$ cat src/rtl/mpu_pkg.sv
`timescale 1ns/1ps
package mpu_pkg;
   localparam int unsigned REG_DW     = 32;
   localparam int unsigned SEL_W      = 4;
   localparam int unsigned BASE_LSB   = 5;
   localparam int unsigned SZ_LSB     = 1;
   localparam int unsigned SZ_W       = 5;
   localparam int unsigned AP_LSB     = 24;
   localparam int unsigned XN_BIT     = 28;
   localparam int unsigned MIN_SZ     = 4;
   localparam logic [31:0] ATTR_KEEP  = 32'h173F_003F;

   localparam logic [3:0] OFS_CTRL  = 4'd0;
   localparam logic [3:0] OFS_STAT  = 4'd1;
   localparam logic [3:0] OFS_FADDR = 4'd2;
   localparam logic [3:0] OFS_SEL   = 4'd3;
   localparam logic [3:0] PAIR_LO   = 4'd4;
   localparam logic [3:0] PAIR_HI   = 4'd11;

   localparam int unsigned ST_INSN = 0;
   localparam int unsigned ST_DATA = 1;
   localparam int unsigned ST_AV   = 7;

   typedef struct packed {
      logic rd_ok;
      logic wr_ok;
   } perm_t;

   function automatic perm_t decode_ap(input logic [2:0] ap);
      perm_t p;
      case (ap)
         3'd1, 3'd2, 3'd3: p = '{rd_ok: 1'b1, wr_ok: 1'b1};
         3'd5, 3'd6, 3'd7: p = '{rd_ok: 1'b1, wr_ok: 1'b0};
         default:          p = '{rd_ok: 1'b0, wr_ok: 1'b0};
      endcase
      return p;
   endfunction

   function automatic logic in_pair(input logic [3:0] a);
      return (a >= PAIR_LO) && (a <= PAIR_HI);
   endfunction
endpackage

$ cat src/rtl/mpu_cfg_regs.sv
`timescale 1ns/1ps
module mpu_cfg_regs import mpu_pkg::*; #(
   parameter int unsigned NUM_REGIONS = 8,
   parameter int unsigned ADDR_W      = 32
) (
   input  logic                                   clk,
   input  logic                                   rst_n,
   input  logic                                   wr,
   input  logic [3:0]                             addr,
   input  logic [REG_DW-1:0]                      wdata,
   output logic                                   en,
   output logic [SEL_W-1:0]                       sel,
   output logic [NUM_REGIONS-1:0][ADDR_W-BASE_LSB-1:0] rgn_base,
   output logic [NUM_REGIONS-1:0][REG_DW-1:0]     rgn_attr
);
   localparam int unsigned BASE_W = ADDR_W - BASE_LSB;

   logic             base_wr, attr_wr;
   logic [SEL_W-1:0] tgt;

   assign base_wr = wr && in_pair(addr) && !addr[0];
   assign attr_wr = wr && in_pair(addr) &&  addr[0];
   assign tgt     = (base_wr && wdata[4]) ? wdata[SEL_W-1:0] : sel;

   always_ff @(posedge clk or negedge rst_n) begin
      if (!rst_n) begin
         en  <= 1'b0;
         sel <= '0;
      end else begin
         if (wr && addr == OFS_CTRL) en <= wdata[0];
         if (wr && addr == OFS_SEL) sel <= wdata[SEL_W-1:0];
         else if (base_wr && wdata[4]) sel <= wdata[SEL_W-1:0];
      end
   end

   for (genvar i = 0; i < NUM_REGIONS; i++) begin : g_rgn
      always_ff @(posedge clk or negedge rst_n) begin
         if (!rst_n) begin
            rgn_base[i] <= '0;
            rgn_attr[i] <= '0;
         end else begin
            if (base_wr && tgt == SEL_W'(i))
               rgn_base[i] <= wdata[ADDR_W-1:BASE_LSB];
            if (attr_wr && sel == SEL_W'(i))
               rgn_attr[i] <= wdata & ATTR_KEEP;
         end
      end
   end

   initial begin
      assert (BASE_W >= 1) else $error("address too narrow for base field");
   end
endmodule

$ cat src/rtl/mpu_region_match.sv
`timescale 1ns/1ps
module mpu_region_match import mpu_pkg::*; #(
   parameter int unsigned ADDR_W = 32
) (
   input  logic [ADDR_W-1:0]          addr,
   input  logic [ADDR_W-BASE_LSB-1:0] base,
   input  logic                       en,
   input  logic [SZ_W-1:0]            size,
   output logic                       hit
);
   logic [ADDR_W-1:0] full_base;
   logic [ADDR_W-1:0] keep;

   assign full_base = {base, {BASE_LSB{1'b0}}};

   always_comb begin
      for (int b = 0; b < ADDR_W; b++)
         keep[b] = (b > int'(size));
   end

   assign hit = en && (size >= SZ_W'(MIN_SZ)) && (((addr ^ full_base) & keep) == '0);
endmodule

$ cat src/rtl/mpu_fault_log.sv
`timescale 1ns/1ps
module mpu_fault_log #(
   parameter int unsigned ADDR_W = 32
) (
   input  logic              clk,
   input  logic              rst_n,
   input  logic              clr_insn,
   input  logic              clr_data,
   input  logic              clr_av,
   input  logic              flt_insn,
   input  logic              flt_data,
   input  logic [ADDR_W-1:0] flt_addr,
   output logic              st_insn,
   output logic              st_data,
   output logic              st_av,
   output logic [ADDR_W-1:0] faddr
);
   logic flt;
   assign flt = flt_insn || flt_data;

   always_ff @(posedge clk or negedge rst_n) begin
      if (!rst_n) begin
         st_insn <= 1'b0;
         st_data <= 1'b0;
         st_av   <= 1'b0;
         faddr   <= '0;
      end else begin
         st_insn <= (st_insn && !clr_insn) || flt_insn;
         st_data <= (st_data && !clr_data) || flt_data;
         st_av   <= (st_av   && !clr_av)   || flt;
         if (flt && (!st_av || clr_av)) faddr <= flt_addr;
      end
   end
endmodule

$ cat src/rtl/mpu_region_guard.sv
`timescale 1ns/1ps
module mpu_region_guard import mpu_pkg::*; #(
   parameter int unsigned NUM_REGIONS = 8,
   parameter int unsigned ADDR_W      = 32
) (
   input  logic              clk,
   input  logic              rst_n,
   input  logic              cfg_wr,
   input  logic [3:0]        cfg_addr,
   input  logic [31:0]       cfg_wdata,
   output logic [31:0]       cfg_rdata,
   input  logic              acc_valid,
   input  logic [ADDR_W-1:0] acc_addr,
   input  logic              acc_write,
   input  logic              acc_fetch,
   output logic              acc_allow,
   output logic              acc_fault
);
   localparam int unsigned BASE_W = ADDR_W - BASE_LSB;

   logic                                ctl_en;
   logic [SEL_W-1:0]                    sel_q;
   logic [NUM_REGIONS-1:0][BASE_W-1:0]  rgn_base;
   logic [NUM_REGIONS-1:0][REG_DW-1:0]  rgn_attr;
   logic [NUM_REGIONS-1:0]              hit;
   logic                                hit_any, win_xn;
   logic [2:0]                          win_ap;
   perm_t                               perm;
   logic                                flt_insn, flt_data, chk_on;
   logic                                stat_wr, stat_clr_av;
   logic                                st_insn, st_data, st_av;
   logic [ADDR_W-1:0]                   faddr_q;
   logic [BASE_W-1:0]                   sel_base;
   logic [REG_DW-1:0]                   sel_attr;

   mpu_cfg_regs #(.NUM_REGIONS(NUM_REGIONS), .ADDR_W(ADDR_W)) regs_i (
      .clk(clk), .rst_n(rst_n), .wr(cfg_wr), .addr(cfg_addr), .wdata(cfg_wdata),
      .en(ctl_en), .sel(sel_q), .rgn_base(rgn_base), .rgn_attr(rgn_attr)
   );

   for (genvar i = 0; i < NUM_REGIONS; i++) begin : g_match
      mpu_region_match #(.ADDR_W(ADDR_W)) match_i (
         .addr(acc_addr), .base(rgn_base[i]), .en(rgn_attr[i][0]),
         .size(rgn_attr[i][SZ_LSB +: SZ_W]), .hit(hit[i])
      );
   end

   // later regions override earlier ones: highest index wins
   always_comb begin
      hit_any = 1'b0;
      win_ap  = '0;
      win_xn  = 1'b0;
      for (int i = 0; i < NUM_REGIONS; i++) begin
         if (hit[i]) begin
            hit_any = 1'b1;
            win_ap  = rgn_attr[i][AP_LSB +: 3];
            win_xn  = rgn_attr[i][XN_BIT];
         end
      end
   end

   assign perm     = decode_ap(win_ap);
   assign chk_on   = acc_valid && ctl_en;
   assign flt_insn = chk_on && acc_fetch &&
                     (!hit_any || !perm.rd_ok || win_xn);
   assign flt_data = chk_on && !acc_fetch &&
                     (!hit_any || (acc_write ? !perm.wr_ok : !perm.rd_ok));
   assign acc_fault = flt_insn || flt_data;
   assign acc_allow = acc_valid && !acc_fault;

   assign stat_wr     = cfg_wr && cfg_addr == OFS_STAT;
   assign stat_clr_av = stat_wr && cfg_wdata[ST_AV];

   mpu_fault_log #(.ADDR_W(ADDR_W)) log_i (
      .clk(clk), .rst_n(rst_n),
      .clr_insn(stat_wr && cfg_wdata[ST_INSN]),
      .clr_data(stat_wr && cfg_wdata[ST_DATA]),
      .clr_av(stat_clr_av),
      .flt_insn(flt_insn), .flt_data(flt_data), .flt_addr(acc_addr),
      .st_insn(st_insn), .st_data(st_data), .st_av(st_av), .faddr(faddr_q)
   );

   always_comb begin
      sel_base = '0;
      sel_attr = '0;
      for (int i = 0; i < NUM_REGIONS; i++) begin
         if (sel_q == SEL_W'(i)) begin
            sel_base = rgn_base[i];
            sel_attr = rgn_attr[i];
         end
      end
   end

   always_comb begin
      cfg_rdata = '0;
      if (cfg_addr == OFS_CTRL)       cfg_rdata = {31'b0, ctl_en};
      else if (cfg_addr == OFS_STAT)  cfg_rdata = {24'b0, st_av, 5'b0, st_data, st_insn};
      else if (cfg_addr == OFS_FADDR) cfg_rdata = REG_DW'(faddr_q);
      else if (cfg_addr == OFS_SEL)   cfg_rdata = REG_DW'(sel_q);
      else if (in_pair(cfg_addr))
         cfg_rdata = cfg_addr[0] ? sel_attr : REG_DW'({sel_base, 1'b0, sel_q});
   end

   initial begin
      assert (NUM_REGIONS >= 1 && NUM_REGIONS <= (1 << SEL_W))
         else $error("NUM_REGIONS out of range");
      assert (ADDR_W > BASE_LSB + MIN_SZ && ADDR_W <= REG_DW)
         else $error("ADDR_W out of range");
   end
endmodule

$ cat config.mk
export PLATFORM = sky130hd
export DESIGN_NAME = mpu_region_guard
export DESIGN_NICKNAME = d
export VERILOG_FILES = /design/src/rtl/mpu_pkg.sv /design/src/rtl/mpu_cfg_regs.sv /design/src/rtl/mpu_region_match.sv /design/src/rtl/mpu_fault_log.sv /design/src/rtl/mpu_region_guard.sv
export SDC_FILE = /design/constraint.sdc
export NUM_CORES = 1
export LEC_CHECK = 0
export ABC_CLOCK_PERIOD_IN_PS = 15900
export CAP_MARGIN = 10
export CORE_MARGIN = 5
export CORE_UTILIZATION = 30
export DETAILED_ROUTE_END_ITERATION = 8
export SLEW_MARGIN = 10
export SYNTH_ARGS = -nofsm -noshare
export SYNTH_HDL_FRONTEND = slang
export SYNTH_SLANG_ARGS = --single-unit
$ cat constraint.sdc
create_clock -name clk -period 15.9 [get_ports clk]
set_input_delay 4.77 -clock clk [delete_from_list [all_inputs] [get_ports clk]]
set_output_delay 4.77 -clock clk [all_outputs]
set_load 0.02 [all_outputs]
======== After elaboration in Yosys (flattened, before gate mapping) ========
Index checks and enable logic that the tools add are counted.
word-level totals
  register bits after elaboration ......... 384
operators by class
  $lt $le $gt $ge ......................... 258
  equal/unequal tests ..................... 23
  muxes and demuxes ....................... 50
  bitwise gates (word level) .............. 16
  reductions and logical operators ........ 84
operator list
  kind                  count
  $gt A5 B5 Y1 const A  128
  $mux W32              13
  $gt A4 B5 Y1 const A  64
  $and A32 B32 Y32      8
  $logic_not A32 Y1     8
  $xor A32 B32 Y32      8
  $mux W27              8
  $gt A3 B5 Y1 const A  32
  $gt A2 B5 Y1 const A  16
  $logic_and A1 B1 Y1   53
  $ge A5 B3 Y1 const B  8
  $gt A1 B5 Y1 const A  8
  $eq A4 B3 Y1 const B  8
  $mux W29              1
  $eq A4 B2 Y1 const B  6
  $mux W3               8
  $mux W1               17
  $eq A4 B1 Y1 const B  3
  $logic_not A4 Y1      3
  $logic_not A1 Y1      10
  $eq A3 B3 Y1 const B  3
  $logic_or A1 B1 Y1    8
  $mux W4               2
  $eq A3 B2 Y1 const B  2
  other kinds (5)       6

======== Logic depth before layout (Yosys ltp) ========
  depth in word-level cells ............... 22
  depth in mapped cells ................... 15
  mapped depth without buffers ............ 11

======== Cells and area by module ========
A second synthesis with hierarchy kept.
unflattened totals
  cell total of the unflattened synthesis .. 2444
  area total of the unflattened synthesis .. 26415.3 sq um
modules (own cells, without submodules)
  module            times used  cells each  area each (sq um)
  mpu_cfg_regs      1           918         14587.7
  mpu_region_guard  1           767         5221.3
  mpu_region_match  8           85          645.6
  mpu_fault_log     1           79          1441.4

======== Worst setup path before layout ========
No wires, ideal clock.
  path kind ............................... input to output
  from .................................... input port acc_addr[19]
  to ...................................... output port acc_allow
  arrival time ............................ 7.889 ns
  required time ........................... 11.130 ns
  slack ................................... 3.241 ns
  stages on the path ...................... 12
  path buffers ............................ 2
  path through ............................ clkbuf_1 xor2_1 a2111oi_0 a41oi_1 or4b_1 or3_1 buf_2 o2111a_1 a32oi_1 o211ai_2 and2_1 nor2b_1
between the ends
  word-level cells in the longest chain between the ends .. 22
ends and longest elaborated chain
  what                                                  line                                            source
  start: declaration                                    mpu_region_guard.sv:13                          input logic [ADDR_W-1:0] acc_addr,
  $xor A32 B32 Y32                                      mpu_region_match.sv:21                          assign hit = en && (size >= SZ_W'(MIN_SZ)) && (((addr ^ full_base) & keep) == '0);
  $and A32 B32 Y32                                      mpu_region_match.sv:21
  $logic_not A32 Y1                                     mpu_region_match.sv:21
  $logic_and A1 B1 Y1                                   mpu_region_match.sv:21
  $mux W3 (8 in a row)                                  mpu_region_guard.sv:54                          if (hit[i]) begin
  $eq A3 B3 Y1 (tied with other cells)                  mpu_pkg.sv:31                                   case (ap)
  $reduce_or A3 Y1                                      mpu_pkg.sv:31
  $pmux W2 S2                                           mpu_pkg.sv:31
  $logic_not A1 Y1, on equally long branches            mpu_region_guard.sv:65, mpu_region_guard.sv:67
  $mux W1 / $logic_or A1 B1 Y1 (equally long branches)  mpu_region_guard.sv:67, mpu_region_guard.sv:65
  $logic_or A1 B1 Y1, on equally long branches          mpu_region_guard.sv:67, mpu_region_guard.sv:65
  $logic_and A1 B1 Y1, on equally long branches         mpu_region_guard.sv:66, mpu_region_guard.sv:64
  $logic_or A1 B1 Y1 *                                  mpu_region_guard.sv:68                          assign acc_fault = flt_insn || flt_data;
  via acc_fault                                         mpu_region_guard.sv:17                          output logic acc_fault
  $logic_not A1 Y1 *                                    mpu_region_guard.sv:69                          assign acc_allow = acc_valid && !acc_fault;
  $logic_and A1 B1 Y1 *                                 mpu_region_guard.sv:69
  end: declaration                                      mpu_region_guard.sv:16                          output logic acc_allow,
Mark *: on every way through the listed nets, which the timed path passes. The rest lies on a longest branch.

======== Worst setup path in the final report ========
  from .................................... input port acc_addr[20]
  to ...................................... output port acc_allow
between the ends
  word-level cells in the longest chain between the ends .. 22
ends and longest elaborated chain
  what                                                  line
  $xor A32 B32 Y32                                      mpu_region_match.sv:21
  $and A32 B32 Y32                                      mpu_region_match.sv:21
  $logic_not A32 Y1                                     mpu_region_match.sv:21
  $logic_and A1 B1 Y1                                   mpu_region_match.sv:21
  $mux W3 (8 in a row)                                  mpu_region_guard.sv:54
  $eq A3 B3 Y1 (tied with other cells)                  mpu_pkg.sv:31
  $reduce_or A3 Y1                                      mpu_pkg.sv:31
  $pmux W2 S2                                           mpu_pkg.sv:31
  $logic_not A1 Y1, on equally long branches            mpu_region_guard.sv:65, mpu_region_guard.sv:67
  $mux W1 / $logic_or A1 B1 Y1 (equally long branches)  mpu_region_guard.sv:67, mpu_region_guard.sv:65
  $logic_or A1 B1 Y1, on equally long branches          mpu_region_guard.sv:67, mpu_region_guard.sv:65
  $logic_and A1 B1 Y1, on equally long branches         mpu_region_guard.sv:66, mpu_region_guard.sv:64
  $logic_or A1 B1 Y1 *                                  mpu_region_guard.sv:68
  $logic_not A1 Y1 *                                    mpu_region_guard.sv:69
  $logic_and A1 B1 Y1 *                                 mpu_region_guard.sv:69
Mark *: on every way between the ends. The rest lies on a longest branch, timed or not.

==> metrics.log <==
INFO  metric outcome = finished, final reports clean
INFO  metric postRouteWirelength = 97,100 um
INFO  metric first_pass_iters = 8
INFO  metric die_w = 283 um
INFO  metric wire_length_per_cell_after_detailed_routing = 31.3 um
INFO  metric synth_flop_cell = sky130_fd_sc_hd__dfrtp_1
INFO  metric cts.clk_slew.worst_paths = 0.06 ns
INFO  metric max_stage_delay = 0.90 ns
INFO  metric finalSetupViolations = 0
INFO  metric post_cts_resized = 0
INFO  metric report.power.total = 4.64 mW
INFO  metric p_leak = 10.7 nW
INFO  metric unrepaired_setup_endpoints_after_global_routing = no
INFO  metric final-max-slew-violation-count = 0
INFO  metric port-buffer-count = 107
INFO  metric finalCriticalPeriod = 14.37 ns
INFO  metric critPathKind = primary input to output pin
INFO  metric synthesis.nets = 2,162
INFO  metric tritoncts.num_buffers = 44
INFO  metric worst_clock_skew = 0.0267 ns
INFO  metric path_delay_family = simple AND/OR/NAND/NOR gates
INFO  metric maximum_number_of_pins_on_one_net_before_global_route_repair = 106
INFO  metric count_of_flip_flops_with_a_built_in_enable_after_synthesis = 0
INFO  metric clk_path_buf_depth = 3
INFO  metric floorplan.die_area = 79,900 sq um
INFO  metric syn-instance-count = 2,087
INFO  metric clockRootBuffer = sky130_fd_sc_hd__clkbuf_16
INFO  metric synth.largest_area_cell = sky130_fd_sc_hd__dfrtp_1
INFO  metric startpoint_kind_of_the_worst_setup_timing_path = primary input
INFO  metric ctsHtreeMaxLevel = 2
INFO  metric yosysSeqAreaShare = 43.1%
INFO  metric layout-drive-gt1-share = 24.6%
INFO  metric setup.worst_path.end_class = output pin
INFO  metric num_vias = 18,640
INFO  metric syn-cell-area = 22,300 sq um
INFO  metric power_dens_cells = 180 nW/um^2
INFO  metric hpwlAfterDp = 69,600 um
INFO  metric postSynthRegisterBits = 384
INFO  metric final_hold_violating_endpoints = 0
INFO  metric gpl.final_weighted_congestion = 1.03
INFO  metric final_common_cell = sky130_fd_sc_hd__dfrtp_1
INFO  metric gr-usage-all-layers = 23.8%
INFO  metric mostFrequentLayoutCells = 384 x sky130_fd_sc_hd__dfrtp_1, 333 x sky130_fd_sc_hd__mux2_2, 159 x sky130_fd_sc_hd__a22oi_1, 120 x sky130_fd_sc_hd__xor2_1, 105 x sky130_fd_sc_hd__clkdlybuf4s50_1
INFO  metric cts_num_sinks = 384
INFO  metric max_cap_violation_count = 0
INFO  metric post-cts-setup-buffers = 0
INFO  metric critPathArrivalTime = 9.60 ns
INFO  metric number_of_warning_messages_in_the_yosys_log = 0
INFO  metric async_reset_ff_share = 100%
INFO  metric cp_cell_sequence = clkdlybuf4s50_1 > xor2_1 > a22o_1 > or4_1 > nor4_1 > and4b_1 > mux2_2 > o221ai_1 > a31oi_1 > o211ai_2 > and2_1 > nor2b_1 > clkdlybuf4s50_1
INFO  metric synth.lib_cells_used.distinct = 80
INFO  metric cp_common_cell = sky130_fd_sc_hd__clkdlybuf4s50_1
INFO  metric io_pins = 108
INFO  metric irDropWorstVdd = 0.0834 mV
INFO  metric worstPathRequired = 11.13 ns
INFO  metric detail_route_antenna_nets = 0
INFO  metric transition_time_at_the_pin_with_the_least_slew_margin = 1.21 ns
INFO  metric grt_first_pass_wirelength = 139,000 um
INFO  metric final.setup.tns = 0 ns
INFO  metric detail_route.drc_violations = 0
INFO  metric fin_nets = 2,176
INFO  metric fp.coreArea = 74,100 sq um
INFO  metric critPathMaxFanout = 9
INFO  metric netlist_top_cells_area = sky130_fd_sc_hd__dfrtp_1 43%, sky130_fd_sc_hd__mux2_2 17%, sky130_fd_sc_hd__a22oi_1 5.4%
INFO  metric clock_latency = 0.60 ns
INFO  metric synth_top_area_share = 43.1%
INFO  metric critPathBufInv = 2
INFO  metric rows = 100
INFO  metric drt_first_iter_violations = 2,431
INFO  metric cts_hold_buffers = 0
INFO  metric period_share = 90.4%
INFO  metric via_to_cell_ratio = 6.01
INFO  metric first_global_vias = 18,267
INFO  metric antenna_found_initial = 5
INFO  metric final_util = 34.8%
INFO  metric achievable-frequency = 69.6 MHz
INFO  metric floorplan.initialDensity = 30.1%
INFO  metric die_height = 283 um
INFO  metric area_growth_syn_to_layout = 15.5%
INFO  metric average_footprint_of_a_synthesized_cell = 10.7 sq um
INFO  metric cts_tree = done
INFO  metric class_of_the_tightest_hold_or_removal_check = flip-flop to flip-flop
INFO  metric remaining_max_slew_budget_at_the_tightest_pin = 19.2%
INFO  metric residual_overflow_from_global_routing = 0
INFO  metric critPathSlowestCell = sky130_fd_sc_hd__clkdlybuf4s50_1
## final timing paths
path	start	to	slack, ns	cells after the start
min in group asynchronous	rst_n	regs_i.rgn_attr[52]$_DFFE_PN0P_	4.21	1
worst min register to register	log_i.st_data$_DFF_PN0_	log_i.st_data$_DFF_PN0_	0.48	1
max in group asynchronous	rst_n	log_i.faddr[15]$_DFFE_PN0P_	9.28	3
worst max-delay path	acc_addr[20]	acc_allow	1.53	13
worst min-delay path	log_i.st_data$_DFF_PN0_	log_i.st_data$_DFF_PN0_	0.48	1
worst max register to register	regs_i.rgn_attr[67]$_DFFE_PN0P_	log_i.faddr[10]$_DFFE_PN0P_	10.82	11
## report_power, final
part           internal (mW)  switching (mW)  total (mW)
Sequential              1.37           0.571        1.94
Clock                  0.599           0.449        1.05
Combinational          0.728           0.925        1.65
## worst reg2reg max path, stage by stage (launching register included)
cell                       delay [ns]
sky130_fd_sc_hd__dfrtp_1         0.82
sky130_fd_sc_hd__nand2_1         0.29
sky130_fd_sc_hd__a21oi_1         0.52
sky130_fd_sc_hd__o22ai_1         0.17
sky130_fd_sc_hd__o31a_1          0.27
sky130_fd_sc_hd__nor4_1          0.73
sky130_fd_sc_hd__nand2_1         0.22
sky130_fd_sc_hd__o221ai_1        0.24
sky130_fd_sc_hd__a31oi_1         0.16
sky130_fd_sc_hd__o211ai_2        0.24
sky130_fd_sc_hd__nand3_4         0.64
sky130_fd_sc_hd__mux2_4          0.64
## layer usage
layer	vias to the layer above	global-route usage [%]	wire, um
met4	4	10.4	5230
met3	223	4.84	8430
li1	7789	-	-
met2	977	37.6	44000
met1	9647	31.8	39400
met5	-	0	21
## through the flow
stage / area, sq um / hold slack [ns] / setup slack, ns / std cells
finish: 25800 / 0.483 / 1.53 / 3104
CTS: 25700 / 0.484 / 1.56 / 3101
detailed placement: 24300 / 0.469 / 1.58 / 3024
global route: 25700 / 0.508 / 1.37 / 3101
floorplan: 22300 / 0.451 / 3.24 / 2087
global placement: 24300 / 0.459 / 1.49 / 3024
## layout make-up
type / count / area [sq um]
repair buffers: 152 / 1410
flip-flops and latches: 384 / 9610
diodes: 3 / 7.51
fillers: 7310 / 48300
well taps: 969 / 1210
inverters: 26 / 97.6
clock inverters: 19 / 249
multi-input cells: 1493 / 11900
clock buffers: 58 / 1220
## cell usage after synthesis, types with 7 or more instances
| library cell | number |
|---|---|
| sky130_fd_sc_hd__dfrtp_1 | 384 |
| sky130_fd_sc_hd__mux2_2 | 333 |
| sky130_fd_sc_hd__a22oi_1 | 159 |
| sky130_fd_sc_hd__clkbuf_1 | 149 |
| sky130_fd_sc_hd__xor2_1 | 120 |
| sky130_fd_sc_hd__nand2_1 | 101 |
| sky130_fd_sc_hd__xnor2_1 | 96 |
| sky130_fd_sc_hd__o21ai_0 | 94 |
| sky130_fd_sc_hd__nor2_1 | 77 |
| sky130_fd_sc_hd__a21oi_1 | 66 |
| sky130_fd_sc_hd__nand4_1 | 41 |
| sky130_fd_sc_hd__nand3_1 | 36 |
| sky130_fd_sc_hd__mux2_4 | 30 |
| sky130_fd_sc_hd__a31oi_1 | 28 |
| sky130_fd_sc_hd__inv_1 | 26 |
| sky130_fd_sc_hd__a211oi_1 | 25 |
| sky130_fd_sc_hd__nor3_1 | 23 |
| sky130_fd_sc_hd__buf_2 | 20 |
| sky130_fd_sc_hd__nor4_1 | 17 |
| sky130_fd_sc_hd__nand2b_1 | 14 |
| sky130_fd_sc_hd__a221oi_1 | 12 |
| sky130_fd_sc_hd__a41oi_1 | 12 |
| sky130_fd_sc_hd__or2_2 | 11 |
| sky130_fd_sc_hd__a21o_1 | 10 |
| sky130_fd_sc_hd__buf_1 | 10 |
| sky130_fd_sc_hd__a222oi_1 | 9 |
| sky130_fd_sc_hd__and2_1 | 9 |
| sky130_fd_sc_hd__and3_1 | 9 |
| sky130_fd_sc_hd__o211ai_1 | 9 |
| sky130_fd_sc_hd__o21a_1 | 8 |
| sky130_fd_sc_hd__o22ai_1 | 8 |
| sky130_fd_sc_hd__or3_1 | 8 |
| sky130_fd_sc_hd__o31ai_1 | 7 |
## flip-flops by register name (all words and copies together), names as in the netlist
register,count
regs_i.rgn_base,216
regs_i.rgn_attr,128
log_i.faddr,32
regs_i.sel,4
log_i.st_av,1
log_i.st_data,1
log_i.st_insn,1
regs_i.en,1
## kinds of logic after synthesis
group | synth area share [%]
fa+ha+maj | 0.101
flops | 43.1
mux | 19.4
buf+inv | 3.80
simple gates | 8.68
xor+xnor | 8.48
compound gates | 16.5
(Power assumes the default switching activity.)
